[src/rtl/stat_mon_pkg.sv]
package stat_mon_pkg;
  typedef enum logic {TX_IDLE, TX_SEND} tx_state_e;

  function automatic int report_len(int tag_w, int bcnt_w, int fcnt_w);
    return (tag_w + bcnt_w + fcnt_w) / 8;
  endfunction
endpackage

[src/rtl/stat_keep_count.sv]
module stat_keep_count #(
  parameter int KEEP_W = 4,
  localparam int CNT_W = $clog2(KEEP_W + 1)
) (
  input  logic [KEEP_W-1:0] keep_i,
  output logic [CNT_W-1:0]  cnt_o
);
  always_comb begin
    cnt_o = '0;
    for (int i = 0; i < KEEP_W; i++) cnt_o = cnt_o + CNT_W'(keep_i[i]);
  end
endmodule

[src/rtl/stat_counter.sv]
module stat_counter #(
  parameter int CNT_W = 16,
  parameter int INC_W = 3
) (
  input  logic             clk_i,
  input  logic             rst_ni,
  input  logic [INC_W-1:0] inc_i,
  input  logic             clear_i,
  output logic [CNT_W-1:0] next_o
);
  logic [CNT_W-1:0] cnt_q;

  // next_o includes this cycle's increment so a snapshot taken now sees it
  assign next_o = cnt_q + CNT_W'(inc_i);

  always_ff @(posedge clk_i or negedge rst_ni) begin
    if (!rst_ni)      cnt_q <= '0;
    else if (clear_i) cnt_q <= '0;
    else              cnt_q <= next_o;
  end
endmodule

[src/rtl/stat_report_tx.sv]
module stat_report_tx
  import stat_mon_pkg::*;
#(
  parameter int PAY_W = 40,
  localparam int NBYTES = PAY_W / 8,
  localparam int IDX_W  = (NBYTES > 1) ? $clog2(NBYTES) : 1
) (
  input  logic             clk_i,
  input  logic             rst_ni,
  input  logic             load_i,
  input  logic [PAY_W-1:0] payload_i,
  output logic             busy_o,
  output logic [7:0]       data_o,
  output logic             valid_o,
  input  logic             ready_i,
  output logic             last_o,
  output logic             user_o
);
  localparam logic [IDX_W-1:0] LAST_IDX = IDX_W'(NBYTES - 1);

  tx_state_e        state_q;
  logic [IDX_W-1:0] idx_q;
  logic [PAY_W-1:0] shreg_q;

  always_ff @(posedge clk_i or negedge rst_ni) begin
    if (!rst_ni) begin
      state_q <= TX_IDLE;
      idx_q   <= '0;
      shreg_q <= '0;
    end else begin
      unique case (state_q)
        TX_IDLE: if (load_i) begin
          shreg_q <= payload_i;
          idx_q   <= '0;
          state_q <= TX_SEND;
        end
        TX_SEND: if (ready_i) begin
          if (idx_q == LAST_IDX) begin
            state_q <= TX_IDLE;
          end else begin
            shreg_q <= shreg_q << 8;
            idx_q   <= idx_q + 1'b1;
          end
        end
        default: state_q <= TX_IDLE;
      endcase
    end
  end

  assign valid_o = (state_q == TX_SEND);
  assign busy_o  = valid_o;
  assign data_o  = shreg_q[PAY_W-1 -: 8];
  assign last_o  = valid_o && (idx_q == LAST_IDX);
  assign user_o  = 1'b0;
endmodule

[src/rtl/stream_stat_mon.sv]
module stream_stat_mon
  import stat_mon_pkg::*;
#(
  parameter int KEEP_W = 4,
  parameter int TAG_W  = 8,
  parameter int BCNT_W = 16,
  parameter int FCNT_W = 16
) (
  input  logic              clk_i,
  input  logic              rst_ni,
  input  logic [KEEP_W-1:0] mon_keep_i,
  input  logic              mon_valid_i,
  input  logic              mon_ready_i,
  input  logic              mon_last_i,
  input  logic              trig_i,
  input  logic [TAG_W-1:0]  tag_i,
  output logic [7:0]        rpt_data_o,
  output logic              rpt_valid_o,
  input  logic              rpt_ready_i,
  output logic              rpt_last_o,
  output logic              rpt_user_o
);
  localparam int KC_W  = $clog2(KEEP_W + 1);
  localparam int PAY_W = report_len(TAG_W, BCNT_W, FCNT_W) * 8;

  logic              xfer, snap, busy;
  logic [KC_W-1:0]   keep_cnt, byte_inc;
  logic [0:0]        frame_inc;
  logic [BCNT_W-1:0] bcnt_next;
  logic [FCNT_W-1:0] fcnt_next;

  assign xfer      = mon_valid_i && mon_ready_i;
  assign byte_inc  = xfer ? keep_cnt : '0;
  assign frame_inc = xfer && mon_last_i;
  assign snap      = trig_i && !busy;

  stat_keep_count #(.KEEP_W(KEEP_W)) u_keep (
    .keep_i (mon_keep_i),
    .cnt_o  (keep_cnt)
  );

  stat_counter #(.CNT_W(BCNT_W), .INC_W(KC_W)) u_bcnt (
    .clk_i   (clk_i),
    .rst_ni  (rst_ni),
    .inc_i   (byte_inc),
    .clear_i (snap),
    .next_o  (bcnt_next)
  );

  stat_counter #(.CNT_W(FCNT_W), .INC_W(1)) u_fcnt (
    .clk_i   (clk_i),
    .rst_ni  (rst_ni),
    .inc_i   (frame_inc),
    .clear_i (snap),
    .next_o  (fcnt_next)
  );

  stat_report_tx #(.PAY_W(PAY_W)) u_tx (
    .clk_i     (clk_i),
    .rst_ni    (rst_ni),
    .load_i    (snap),
    .payload_i ({tag_i, bcnt_next, fcnt_next}),
    .busy_o    (busy),
    .data_o    (rpt_data_o),
    .valid_o   (rpt_valid_o),
    .ready_i   (rpt_ready_i),
    .last_o    (rpt_last_o),
    .user_o    (rpt_user_o)
  );
endmodule

[config.mk]
export PLATFORM = sky130hd
export DESIGN_NAME = stream_stat_mon
export DESIGN_NICKNAME = d
export VERILOG_FILES = /design/src/rtl/stat_mon_pkg.sv /design/src/rtl/stat_keep_count.sv /design/src/rtl/stat_counter.sv /design/src/rtl/stat_report_tx.sv /design/src/rtl/stream_stat_mon.sv
export SDC_FILE = /design/constraint.sdc
export NUM_CORES = 1
export LEC_CHECK = 0
export BUFFER_PORTS_ARGS = -buffer_cell sky130_fd_sc_hd__buf_2
export CORE_UTILIZATION = 41
export DETAILED_ROUTE_END_ITERATION = 8
export PLACE_DENSITY = 0.62
export SLEW_MARGIN = 20
export SYNTH_ARGS = -nofsm -noshare
export SYNTH_HDL_FRONTEND = slang
export SYNTH_SLANG_ARGS = --single-unit
[constraint.sdc]
create_clock -name clk_i -period 4.8 [get_ports clk_i]
set_clock_uncertainty 0.05 [all_clocks]
set_input_delay 0.96 -clock clk_i [delete_from_list [all_inputs] [get_ports clk_i]]
set_output_delay 0.96 -clock clk_i [all_outputs]
set_load 0.05 [all_outputs]
==> parameters.txt <==
Parameter                              Value

Layout
  Leading cell type in the layout, fill and taps excluded ... sky130_fd_sc_hd__dfrtp_1
  Layout area overhead ... 9.178%
  Most frequent cells in the layout ... sky130_fd_sc_hd__dfrtp_1, sky130_fd_sc_hd__nand2_1, sky130_fd_sc_hd__nor2_1, sky130_fd_sc_hd__buf_2, sky130_fd_sc_hd__o21ai_0
  Ant diodes ... 0
  Share of final-layout standard cells stronger than drive strength 1 ... 0.1230
  Fill count ... 882
  Net total in the final layout ... 457

Drt
  Number of iterations in the first detailed-routing pass ... 4
  Violation count after the first detailed-routing iteration ... 157
  Sum of routed wire length over all layers ... 8838 um
  DRC Markers ... 0
  Remaining antenna violation count after routing ... 0
  Detail-routed net length per standard cell ... about 16 um
  Via total after detailed routing ... around 3000
  Post-DR vias/cell ... 5.491

Logic synthesis
  Syn nets ... 447
  Post-Synthesis Cell Area ... between 3000 and 4000 um2
  Average footprint of a synthesized cell ... between 9 and 10 um2
  Synth warnings ... 0
  Seq cells post-synth ... 76
  Fraction of the yosys area taken by sequential cells ... 0.4844
  Cell types with the largest area share after synthesis ... sky130_fd_sc_hd__dfrtp_1, sky130_fd_sc_hd__nand2_1, sky130_fd_sc_hd__nor2_1, sky130_fd_sc_hd__a221oi_1, sky130_fd_sc_hd__xor2_1
  Post-synthesis cell count ... about 420
  Fraction of post-synthesis cell area in the top cell type by area ... 0.4844
  Yosys top cell by area ... sky130_fd_sc_hd__dfrtp_1
  Yosys cell types ... 41

Clock tree
  Number of resized instances in the post-cts repair step ... 0
  Clock latency on the worst-skew pair ... approximately 0.35 ns
  Inserted Clock Buffers ... 9
  Worst-case clock buffer depth ... 2
  Number of setup buffers added after CTS ... 0
  Number of hold buffers added after CTS ... 0
  CTS tree ... built
  Clock slew seen by the registers of the worst setup and hold paths ... 0.09 ns
  Deepest level of the CTS H-tree ... 3
  Root cell of the clock tree ... sky130_fd_sc_hd__clkbuf_8
  Clock sink count ... 76

Power
  Internal power summed over all cells ... about 1.2 mW
  Largest vdd supply drop ... 0.2004 mV
  Part of the power in the clock network ... 0.209
  Flop pwr share ... 0.435
  Power consumption ... approximately 2.1 mW
  Switching part of the total power ... 0.4139
  Net switching power ... 0.8671 mW
  Power density over cell area ... 488.8 nW/um2
  Leakage ... roughly 2 nW
  Combinational share of power ... 0.355

Global route
  Antenna violations before repair ... 0
  First-pass GRT wire length ... around 15000 um
  Grt ovf ... 0
  Pin count of the biggest net entering global routing ... 77
  Global Route Usage Sum ... 0.1917
  Vias in the first global route ... between 3000 and 4000

STA
  Final Hold Fails ... 0
  Finish-stage setup viols ... 0
  Setup total negative slack ... 0 ns
  Final-report max-slew violation count ... 0
  RSZ-0062 raised after global routing ... no
  Final Critical Period ... between 3 and 4 ns
  Worst setup slack after layout ... roughly 1.4 ns
  Timing-limited maximum frequency ... between 200 and 300 MHz
  Final worst path period share ... 0.7118
  Max-slew headroom at the worst pin ... 0.3463
  Transition time of the tightest slew-check pin ... around 1 ns

Critical path
  Launching point of the worst reg2reg path ... u_tx.busy_o$_DFF_PN0_
  Critical Path Sink Type ... flop
  Required time at the endpoint of the critical path ... 4.99 ns
  Maximum fanout count along the critical path ... 5
  R2R Setup Slk ... between 2 and 2.5 ns
  Number of cells on the worst reg-to-reg path ... 5
  Worst setup path category ... in2reg
  End of the worst register-to-register path ... u_tx.shreg_q[28]$_DFFE_PN0P_
  CP startpoint kind ... input pin
  Worst EP arrival ... ~3.6 ns
  Origin of the worst setup path ... mon_keep_i[0]

Placement
  # port buffers ... 28
  Gp weighted congestion ... approximately 0.81
  Final HPWL from detailed placement ... slightly below 6000 um
  Pre-CTS setup slack ... between 1 and 1.5 ns

Hold path
  Hold Crit Class ... reg2reg
  Hold Crit Depth ... 2
  Origin of the worst min-delay path ... u_tx.shreg_q[39]$_DFFE_PN0P_
  Worst Hold Endpoint ... u_tx.shreg_q[39]$_DFFE_PN0P_

Floorplanning
  Effective utilization at floorplan ... 0.4249
  Boundary Pins ... 30
  Placement Rows ... 35
  Horizontal die dimension ... between 90 and 100 um
  Die Outline Area ... between 9000 and 10000 um2
  Y dimension of the die ... roughly 100 um
  Core outline area ... just over 9000 um2

Flow run
  Max cap viols ... 0

Run status
  Outcome ... finished clean
==> routing by layer <==
metal / vias to the layer above / wire length [um] / GRT usage
li1: 1495 / - / -
met1: 1508 / 4416 / 0.2746
met2: 63 / 3920 / 0.2997
met3: 9 / 386 / 0.03273
met4: 0 / 115 / 0.05317
met5: - / 0 / 0
==> through the flow <==
step,std cells,area [um2],hold slack [ns],util
2_1_floorplan,417,3926,0.3959,-
3_3_place_gp,545,4110,0.4071,0.4448
3_5_place_dp,545,4114,0.4158,0.4452
4_1_cts,560,4282,0.4352,0.4634
5_1_grt,560,4287,0.4635,0.4639
6_report,560,4287,0.4291,0.4639
==> synth_stat cells <==
library cell and number:
sky130_fd_sc_hd__o211ai_1 15, sky130_fd_sc_hd__nor2b_1 2, sky130_fd_sc_hd__o21a_1 1, sky130_fd_sc_hd__a32oi_1 1, sky130_fd_sc_hd__nor2_1 39, sky130_fd_sc_hd__fa_1 2, sky130_fd_sc_hd__a21oi_1 19, sky130_fd_sc_hd__or3_1 4
sky130_fd_sc_hd__and3_1 8, sky130_fd_sc_hd__nand2b_1 1, sky130_fd_sc_hd__and2_1 7, sky130_fd_sc_hd__or4_1 7, sky130_fd_sc_hd__nor4_1 4, sky130_fd_sc_hd__buf_1 3, sky130_fd_sc_hd__a31oi_1 9, sky130_fd_sc_hd__inv_1 16
sky130_fd_sc_hd__a221oi_1 13, sky130_fd_sc_hd__o22ai_1 7, sky130_fd_sc_hd__buf_2 2, sky130_fd_sc_hd__mux2i_1 7, sky130_fd_sc_hd__nand2_1 52, sky130_fd_sc_hd__ha_1 9, sky130_fd_sc_hd__xnor2_1 11, sky130_fd_sc_hd__or2_2 1
sky130_fd_sc_hd__buf_4 9, sky130_fd_sc_hd__dfrtp_1 76, sky130_fd_sc_hd__nand4_2 1, sky130_fd_sc_hd__a211oi_1 2, sky130_fd_sc_hd__a21o_1 1, sky130_fd_sc_hd__nand4_4 1, sky130_fd_sc_hd__nor3_1 6, sky130_fd_sc_hd__conb_1 1
sky130_fd_sc_hd__xor2_1 13, sky130_fd_sc_hd__o21ai_0 20, sky130_fd_sc_hd__o221ai_1 1, sky130_fd_sc_hd__or4_4 1, sky130_fd_sc_hd__o2111ai_1 4, sky130_fd_sc_hd__and4_1 3, sky130_fd_sc_hd__clkbuf_1 19, sky130_fd_sc_hd__nand4_1 3
sky130_fd_sc_hd__nand3_1 16
==> layout make-up <==
type,count,area [um2],area share
flip-flops and latches,76,1902,0.4437
multi-input cells,292,1823,0.4253
repair buffers,32,172.7,0.04028
well taps,129,161.4,0.03765
clock buffers,11,141.4,0.03298
inverters,16,60.06,0.01401
clock inverters,4,26.28,0.006130
==> kinds of logic (layout without fill, tap and decap cells) <==
kind of cell             after synthesis  in the layout  synth area share
multiplexers                           7              7           0.01785
AND/OR/NAND/NOR                      156            156            0.1944
buffers and inverters                 49             63           0.05609
other                                  1              1         0.0009551
adder cells (fa/ha/maj)               11             11           0.03888
flip-flops                            76             76            0.4844
XOR/XNOR                              24             24           0.05354
AO/OA/AOI/OAI                         93             93            0.1539
==> critical path, stage by stage <==
cell and delay, ns:
sky130_fd_sc_hd__buf_2 0.10, sky130_fd_sc_hd__ha_1 0.26, sky130_fd_sc_hd__inv_1 0.05, sky130_fd_sc_hd__fa_1 0.35, sky130_fd_sc_hd__inv_1 0.06, sky130_fd_sc_hd__ha_1 0.21, sky130_fd_sc_hd__nand3_1 0.13, sky130_fd_sc_hd__inv_1 0.06
sky130_fd_sc_hd__ha_1 0.28, sky130_fd_sc_hd__and3_1 0.20, sky130_fd_sc_hd__o21ai_0 0.48, sky130_fd_sc_hd__xor2_1 0.17, sky130_fd_sc_hd__a221oi_1 0.31
==> power by group through the flow <==
stage / Combinational (mW) / Sequential (mW) / Clock [mW]
global route: 0.838 / 0.932 / 0.467
CTS: 0.748 / 0.913 / 0.447
global placement: 0.737 / 0.919 / 0
floorplan: 0.614 / 0.894 / 0
finish: 0.744 / 0.912 / 0.439
detailed placement: 0.744 / 0.925 / 0
==> how the worst max path moves through the flow <==
stage,slack [ns],to
after global routing,1.13,u_tx.shreg_q[23]$_DFFE_PN0P_
final,1.38,u_tx.shreg_q[23]$_DFFE_PN0P_
after global placement,1.08,u_tx.shreg_q[24]$_DFFE_PN0P_
after floorplan,1.40,u_tx.shreg_q[24]$_DFFE_PN0P_
after detailed placement,1.02,u_tx.shreg_q[23]$_DFFE_PN0P_
after CTS,1.37,u_tx.shreg_q[24]$_DFFE_PN0P_
==> registers in the layout, summed over array words and instances (netlist names) <==
name	flops
u_fcnt.cnt_q	16
u_bcnt.cnt_q	16
u_tx.shreg_q	40
u_tx.idx_q	3
u_tx.busy_o	1
Power figures use the tool's default switching activity.
